==> src/rtl/cpu_pkg.sv <==
package cpu_pkg;
  localparam int XLEN   = 16;
  localparam int OPC_W  = 4;
  localparam int NUM_OPC = 1 << OPC_W;
  localparam int NREG   = 8;
  localparam int RIDX_W = $clog2(NREG);
  localparam int OFF_W  = 6;
  localparam int PH_W   = 4;

  localparam logic [OPC_W-1:0] OPC_ADD  = 4'b0001;
  localparam logic [OPC_W-1:0] OPC_LDR  = 4'b0110;
  localparam logic [OPC_W-1:0] OPC_JMPR = 4'b1100;

  typedef enum logic [PH_W-1:0] {
    PH_FADDR = 4'd0,
    PH_FMEM  = 4'd1,
    PH_FIR   = 4'd2,
    PH_DEC   = 4'd3,
    PH_ADDR  = 4'd4,
    PH_OPER  = 4'd5,
    PH_EXEC  = 4'd6,
    PH_STORE = 4'd7,
    PH_HALT  = 4'd8
  } phase_e;
endpackage

==> src/rtl/cpu_regfile.sv <==
module cpu_regfile #(
  parameter int DW   = 16,
  parameter int NREG = 8,
  localparam int AW  = $clog2(NREG)
) (
  input  logic          clk_i,
  input  logic          rst_ni,
  input  logic          we_i,
  input  logic [AW-1:0] waddr_i,
  input  logic [DW-1:0] wdata_i,
  input  logic [AW-1:0] raddr_a_i,
  output logic [DW-1:0] rdata_a_o,
  input  logic [AW-1:0] raddr_b_i,
  output logic [DW-1:0] rdata_b_o,
  input  logic [AW-1:0] raddr_d_i,
  output logic [DW-1:0] rdata_d_o
);
  logic [DW-1:0] regs [NREG];

  for (genvar g = 0; g < NREG; g++) begin : g_reg
    always_ff @(posedge clk_i or negedge rst_ni) begin
      if (!rst_ni)                             regs[g] <= '0;
      else if (we_i && (waddr_i == AW'(g)))    regs[g] <= wdata_i;
    end
  end

  assign rdata_a_o = regs[raddr_a_i];
  assign rdata_b_o = regs[raddr_b_i];
  assign rdata_d_o = regs[raddr_d_i];
endmodule

==> src/rtl/cpu_mem.sv <==
module cpu_mem #(
  parameter int DW = 16,
  parameter int AW = 8,
  localparam int DEPTH = 1 << AW
) (
  input  logic          clk_i,
  input  logic          we_i,
  input  logic [AW-1:0] addr_i,
  input  logic [DW-1:0] wdata_i,
  output logic [DW-1:0] rdata_o
);
  logic [DW-1:0] mem [DEPTH];

  always_ff @(posedge clk_i) begin
    if (we_i) mem[addr_i] <= wdata_i;
  end

  assign rdata_o = mem[addr_i];
endmodule

==> src/rtl/cpu_ctrl.sv <==
module cpu_ctrl
  import cpu_pkg::*;
#(
  parameter int OW = OPC_W,
  localparam int NOPC = 1 << OW
) (
  input  logic            clk_i,
  input  logic            rst_ni,
  input  logic            freeze_i,
  input  logic [OW-1:0]   opcode_i,
  output phase_e          phase_o,
  output logic [NOPC-1:0] dec_o,
  output logic            halt_o
);
  phase_e          phase_q, phase_n;
  logic [NOPC-1:0] dec_q, dec_n;
  logic            legal;

  always_comb begin
    dec_n = '0;
    dec_n[opcode_i] = 1'b1;
  end
  assign legal = dec_n[OPC_ADD] | dec_n[OPC_LDR] | dec_n[OPC_JMPR];

  always_comb begin
    phase_n = phase_q;
    unique case (phase_q)
      PH_FADDR: phase_n = PH_FMEM;
      PH_FMEM:  phase_n = PH_FIR;
      PH_FIR:   phase_n = PH_DEC;
      PH_DEC:   phase_n = !legal ? PH_HALT : (dec_n[OPC_LDR] ? PH_ADDR : PH_OPER);
      PH_ADDR:  phase_n = PH_OPER;
      PH_OPER:  phase_n = PH_EXEC;
      PH_EXEC:  phase_n = dec_q[OPC_JMPR] ? PH_FADDR : PH_STORE;
      PH_STORE: phase_n = PH_FADDR;
      PH_HALT:  phase_n = PH_HALT;
      default:  phase_n = PH_HALT;
    endcase
  end

  always_ff @(posedge clk_i or negedge rst_ni) begin
    if (!rst_ni) begin
      phase_q <= PH_FADDR;
      dec_q   <= '0;
    end else if (!freeze_i) begin
      phase_q <= phase_n;
      if (phase_q == PH_DEC) dec_q <= dec_n;
    end
  end

  assign phase_o = phase_q;
  assign dec_o   = dec_q;
  assign halt_o  = (phase_q == PH_HALT);

  p_halt_sticky_r6: assert property (@(posedge clk_i) disable iff (!rst_ni)
    halt_o |=> halt_o);
  p_freeze_phase_r7: assert property (@(posedge clk_i) disable iff (!rst_ni)
    freeze_i |=> $stable(phase_q));
  p_dec_onehot_r2: assert property (@(posedge clk_i) disable iff (!rst_ni)
    (phase_q inside {PH_ADDR, PH_OPER, PH_EXEC, PH_STORE}) |-> $onehot(dec_q));
endmodule

==> src/rtl/cpu_core.sv <==
module cpu_core
  import cpu_pkg::*;
#(
  parameter int          MEM_AW   = 8,
  parameter logic [15:0] START_PC = 16'h0000
) (
  input  logic              clk_i,
  input  logic              rst_ni,
  input  logic              load_en_i,
  input  logic [MEM_AW-1:0] load_addr_i,
  input  logic [15:0]       load_data_i,
  input  logic [2:0]        dbg_reg_sel_i,
  output logic [15:0]       dbg_reg_o,
  output logic [15:0]       dbg_pc_o,
  output logic [15:0]       dbg_ir_o,
  output logic [3:0]        dbg_phase_o,
  output logic              halt_o
);
  phase_e              phase;
  logic [NUM_OPC-1:0]  dec;
  logic [XLEN-1:0]     pc_q, ir_q, mar_q, mdr_q, a_q, b_q, res_q;
  logic [XLEN-1:0]     rs1_data, rs2_data, off_ext;
  logic [XLEN-1:0]     mem_rdata, mem_wdata;
  logic [MEM_AW-1:0]   mem_addr;
  logic                mem_we, rf_we, run;
  logic                unused_bits;

  assign run     = !load_en_i;
  assign off_ext = {{(XLEN-OFF_W){1'b0}}, ir_q[OFF_W-1:0]};

  cpu_ctrl #(.OW(OPC_W)) u_ctrl (
    .clk_i    (clk_i),
    .rst_ni   (rst_ni),
    .freeze_i (load_en_i),
    .opcode_i (ir_q[15:12]),
    .phase_o  (phase),
    .dec_o    (dec),
    .halt_o   (halt_o)
  );

  // preload owns the memory port; otherwise MAR/MDR with write-enable low
  assign mem_addr  = load_en_i ? load_addr_i : mar_q[MEM_AW-1:0];
  assign mem_wdata = load_en_i ? load_data_i : mdr_q;
  assign mem_we    = load_en_i;

  cpu_mem #(.DW(XLEN), .AW(MEM_AW)) u_mem (
    .clk_i   (clk_i),
    .we_i    (mem_we),
    .addr_i  (mem_addr),
    .wdata_i (mem_wdata),
    .rdata_o (mem_rdata)
  );

  assign rf_we = run && (phase == PH_STORE);

  cpu_regfile #(.DW(XLEN), .NREG(NREG)) u_rf (
    .clk_i     (clk_i),
    .rst_ni    (rst_ni),
    .we_i      (rf_we),
    .waddr_i   (ir_q[11:9]),
    .wdata_i   (res_q),
    .raddr_a_i (ir_q[8:6]),
    .rdata_a_o (rs1_data),
    .raddr_b_i (ir_q[2:0]),
    .rdata_b_o (rs2_data),
    .raddr_d_i (dbg_reg_sel_i),
    .rdata_d_o (dbg_reg_o)
  );

  always_ff @(posedge clk_i or negedge rst_ni) begin
    if (!rst_ni) begin
      pc_q  <= START_PC;
      ir_q  <= '0;
      mar_q <= '0;
      mdr_q <= '0;
      a_q   <= '0;
      b_q   <= '0;
      res_q <= '0;
    end else if (run) begin
      unique case (phase)
        PH_FADDR: mar_q <= pc_q;
        PH_FMEM:  mdr_q <= mem_rdata;
        PH_FIR: begin
          ir_q <= mdr_q;
          pc_q <= pc_q + 16'd1;
        end
        PH_ADDR:  mar_q <= rs1_data + off_ext;
        PH_OPER: begin
          a_q <= rs1_data;
          b_q <= rs2_data;
          if (dec[OPC_LDR]) mdr_q <= mem_rdata;
        end
        PH_EXEC: begin
          if (dec[OPC_ADD])  res_q <= a_q + b_q;
          if (dec[OPC_LDR])  res_q <= mdr_q;
          if (dec[OPC_JMPR]) pc_q  <= a_q + off_ext;
        end
        default: ;
      endcase
    end
  end

  assign dbg_pc_o    = pc_q;
  assign dbg_ir_o    = ir_q;
  assign dbg_phase_o = phase;

  assign unused_bits = ^{mar_q[XLEN-1:MEM_AW], ir_q[5:3], dec};

  p_fetch_inc_r2: assert property (@(posedge clk_i) disable iff (!rst_ni)
    (phase == PH_FIR && run) |=> (pc_q == $past(pc_q) + 16'd1));
  p_add_skip_addr_r3: assert property (@(posedge clk_i) disable iff (!rst_ni)
    (phase == PH_DEC && run && ir_q[15:12] == OPC_ADD) |=> (phase == PH_OPER));
  p_jmpr_refetch_r5: assert property (@(posedge clk_i) disable iff (!rst_ni)
    (phase == PH_EXEC && run && ir_q[15:12] == OPC_JMPR) |=> (phase == PH_FADDR));
  p_halt_pc_hold_r6: assert property (@(posedge clk_i) disable iff (!rst_ni)
    halt_o |=> $stable(pc_q));
  p_freeze_pc_r7: assert property (@(posedge clk_i) disable iff (!rst_ni)
    load_en_i |=> ($stable(pc_q) && $stable(ir_q)));
endmodule

==> config.mk <==
export PLATFORM = sky130hd
export DESIGN_NAME = cpu_core
export DESIGN_NICKNAME = d
export VERILOG_FILES = /design/src/rtl/cpu_pkg.sv /design/src/rtl/cpu_regfile.sv /design/src/rtl/cpu_mem.sv /design/src/rtl/cpu_ctrl.sv /design/src/rtl/cpu_core.sv
export SDC_FILE = /design/constraint.sdc
export NUM_CORES = 2
export LEC_CHECK = 0
export BUFFER_PORTS_ARGS = -buffer_cell sky130_fd_sc_hd__buf_4
export CORE_MARGIN = 2
export CORE_UTILIZATION = 40
export DETAILED_ROUTE_END_ITERATION = 8
export GPL_TIMING_DRIVEN = 0
export SYNTH_ARGS = -nofsm -noshare
export SYNTH_HDL_FRONTEND = slang
export SYNTH_SLANG_ARGS = --single-unit
==> constraint.sdc <==
create_clock -name clk_i -period 14.7 [get_ports clk_i]
set_clock_uncertainty 0.1 [all_clocks]
set_input_delay 0 -clock clk_i [delete_from_list [all_inputs] [get_ports clk_i]]
set_output_delay 0 -clock clk_i [all_outputs]
set_load 0.005 [all_outputs]
==> key figures <==
Placement
  • Routability Congestion: 1.02
  • Hpwl dp: 467000 um
  • Number of I/O port buffers: 77
  • Post-place setup slack: 7.95 ns

Global routing
  • Pin count of the biggest net entering global routing: 154
  • Total global routing overflow: 0
  • Initial antenna violation count: 73
  • Wire length of the first global-routing pass: 870000 um
  • Fraction of met3 tracks used by global routing: 0.115
  • Total routing usage reported by global routing: 0.300
  • Most heavily used metal layer in global routing: met2
  • Met2 Use GR: 0.430
  • Global Route met1 Usage: 0.385
  • Vias in the first global route: 96200

Power and ir drop
  • Power density cells: 132 mW/mm^2
  • Maximum vdd ir drop: 0.000109 V
  • Reported leakage power: 0.0719 uW

Cells and area
  • Highest-count cells in the layout ignoring fill and taps: sky130_fd_sc_hd__edfxtp_1 (4096), sky130_fd_sc_hd__mux2i_1 (1704), sky130_fd_sc_hd__o22ai_1 (838), sky130_fd_sc_hd__clkbuf_16 (438), sky130_fd_sc_hd__mux4_2 (288)
  • Area Growth Syn to Fin: 17.8%
  • Layout net count: 10200
  • Most common cell after layout, fill and taps aside: sky130_fd_sc_hd__edfxtp_1
  • Share of cells above drive strength 1: 0.224
  • Post-layout utilization of the core: 0.474

Detailed routing
  • Drt initial violations: 18600
  • Drt via density: 6.33
  • Via count: 103000
  • Number of remaining DRC errors: 0
  • TritonRoute pass-1 iters: 6
  • Wire length per cell: 41.1 um
  • Routed wire length: 666000 um
  • Number of nets with antenna violations after detailed routing: 0

Synth
  • Share of Yosys cell area claimed by the top area cell type: 0.720
  • Number of standard cells after synthesis: 9205
  • Largest area contributor in the netlist: sky130_fd_sc_hd__edfxtp_1
  • Sequential element share of the synthesized area: 0.755
  • Synth top area cells: sky130_fd_sc_hd__edfxtp_1 (72%), sky130_fd_sc_hd__mux2i_1 (10%), sky130_fd_sc_hd__mux4_2 (3.8%), sky130_fd_sc_hd__dfrtp_1 (3.5%), sky130_fd_sc_hd__o22ai_1 (3.1%)
  • Post-synthesis async set-or-reset flop share: 0.0551
  • Count of flip-flops with a built-in enable after synthesis: 4096
  • Post-synthesis register bit count: 4335
  • Synthesized area: 0.171 sq mm
  • Netlist cell types: 63
  • Top flip-flop cell by instance count after synthesis: sky130_fd_sc_hd__edfxtp_1
  • Mapped Avg Cell Area: 18.6 sq um
  • Mapped Nets: 9266
  • Warnings, synthesis: 0

Critical path
  • Crit path from: mar_q[0]
  • Required time reported for the critical path endpoint: 15.44 ns
  • Setup Crit Path Kind: reg2reg
  • Launching point of the worst reg2reg path: mar_q[0]
  • Critical Path Sink Type: register
  • List of cells traversed by the critical path: inv_1 > o21a_1 > buf_6 > buf_6 > clkbuf_2 > buf_2 > mux2i_1 > o22ai_1 > o41ai_1 > a41oi_1 > a2111oi_2 > o21ai_1
  • Worst Path Buf+Inv: 5
  • Highest cell delay on the worst timing path: 1.29 ns
  • Register-to-register path setup slack: 7.61 ns
  • Cells on worst reg2reg path: 12
  • Arrival time worst endpoint: 7.82 ns
  • Cell type with the highest occurrence count on the critical path: sky130_fd_sc_hd__buf_6
  • Max FO, Critical Path: 10
  • Gate family responsible for the most delay along the worst path: compound AO/OA/AOI/OAI gates
  • Critical path launch point type: register
  • Reg2reg end: mdr_q[3]
  • Worst Setup EP: mdr_q[3]
  • Slowest cell on the critical path: sky130_fd_sc_hd__a2111oi_2
  • Count of cell instances traversed by the critical path: 12

Min path
  • Number of instances on the worst hold path: 4
  • Worst Hold Class: in2reg

Timing
  • Time the worst path needs with I/O delays and setup: 7.09 ns
  • Achievable Freq: 141 MHz
  • Smallest setup slack after layout: 7.61 ns
  • Fin. Hold Viols: 0
  • RSZ-0062 raised after global routing: false
  • Sum Neg Setup Slack: 0 ns
  • Post-route worst hold slack: 0.0693 ns
  • Tcrit/Tclk final: 0.482
  • Final setup violation count: 0
  • Count of final max-slew check failures: 147
  • Transition time at the pin with the least slew margin: 1.70 ns
  • Max-Slew Margin vs Limit: -0.136

Clock tree
  • Buffer count from post-CTS setup fixing: 0
  • Maximum root-to-sink buffer count: 4
  • Clk_lat worst skew: 1.06 ns
  • Number of buffers created by CTS: 435
  • Deepest level of the CTS H-tree: 5
  • Root buf cell: sky130_fd_sc_hd__clkbuf_16
  • CTS tree: built
  • Clock edge transition at the registers on the reported setup and hold paths: 0.06 ns
  • Count of clock tree sinks: 4335

Floorplan
  • Die span in y: 657 um
  • Die Wd: 657 um
  • DIE AREA: 0.432 sq mm
  • Core region area: 0.424 sq mm
  • Std cell rows: 239
  • Starting Density: 0.402
  • I/O pin count: 83

Run status
  • Violated checks: capacitance limit, slew limit
  • Run status: finished with violations

Job
  • Maximum Capacitance Violations: 27
[kinds of logic after synthesis]
logic type               share of synthesized area
AO/OA/AOI/OAI                               0.0574
XOR/XNOR                                   0.00164
adder cells (fa/ha/maj)                    0.00240
buffers and inverters                       0.0186
flip-flops                                   0.755
multiplexers                                 0.150
AND/OR/NAND/NOR                             0.0145
[worst min-delay path: stages]
cell and delay, ns:
sky130_fd_sc_hd__dlygate4sd3_1 0.53, sky130_fd_sc_hd__buf_4 0.12, sky130_fd_sc_hd__nand2_1 0.08, sky130_fd_sc_hd__o21ai_4 0.25
[per-stage QoR]
stage                     instance area [sq um]  instances  total power, uW
after CTS                                201000      16200            26500
after global placement                   178000      14900            15700
after global routing                     201000      16200            27100
after detailed placement                 187000      15300            15700
final                                    201000      16200            26600
after floorplan                          171000       9205            14700
[report_power, final]
group / switching (uW) / leakage [uW] / total (uW) / internal (uW)
clock network: 4880 / 0.00684 / 11100 / 6210
registers: 4.18 / 0.0428 / 13500 / 13500
logic: 1490 / 0.0223 / 2010 / 518
[repair_timing]
action                     CTS  global route
gates resized for setup      0             0
hold endpoints to repair  2631             0
hold buffers                37             0
[worst min path at each step]
stage                   startpoint                to  slack [ns]
floorplan                   rst_ni            a_q[0]       -0.40
global placement      dbg_ir_o[15]      dbg_ir_o[15]        0.33
detailed placement          rst_ni      dbg_ir_o[15]       -0.15
CTS                 load_data_i[6]  u_mem.mem[29][6]        0.02
global route        load_data_i[6]  u_mem.mem[28][6]        0.13
finish              load_data_i[6]  u_mem.mem[31][6]        0.07
[area by class of cell]
cell class                      instances  area, sq um
Sequential cell                      4335       129000
Multi-Input combinational cell       4261        40600
Tap cell                             5663         7090
Antenna cell                           27         67.6
Clock buffer                          520        11300
Buffer                                584         3140
Clock inverter                        285         2680
Timing Repair Buffer                  508         7240
Fill cell                           35100       223000
Inverter                               25         93.8
[synth_stat cells, drive strengths merged, types with 17 or more instances]
cell and n:
a41oi 40, mux2i 1705, nor3 65, dfrtp 239, nand4 19, nor2 259
o22ai 838, nand3 17, mux4 288, o41ai 218, buf 393, edfxtp 4096
o21ai 83, a22oi 100, ha 28, mux2 185, inv 25, nand2 150
clkbuf 191, xnor2 20, a21oi 104
[registers in the layout (all words and copies together) (netlist names)]
register,flops
a_q,16
b_q,16
dbg_ir_o,16
dbg_pc_o,16
mar_q,8
mdr_q,16
res_q,16
u_ctrl.dec_o,3
u_ctrl.phase_o,4
u_mem.mem,4096
u_rf.regs,128
[metal layers]
metal,wire length [um],share of wire
met5,285,0.00043
met2,279000,0.42
met4,48900,0.073
met1,242000,0.36
met3,95600,0.14
Note: power is estimated with default switching activity, not from simulation.
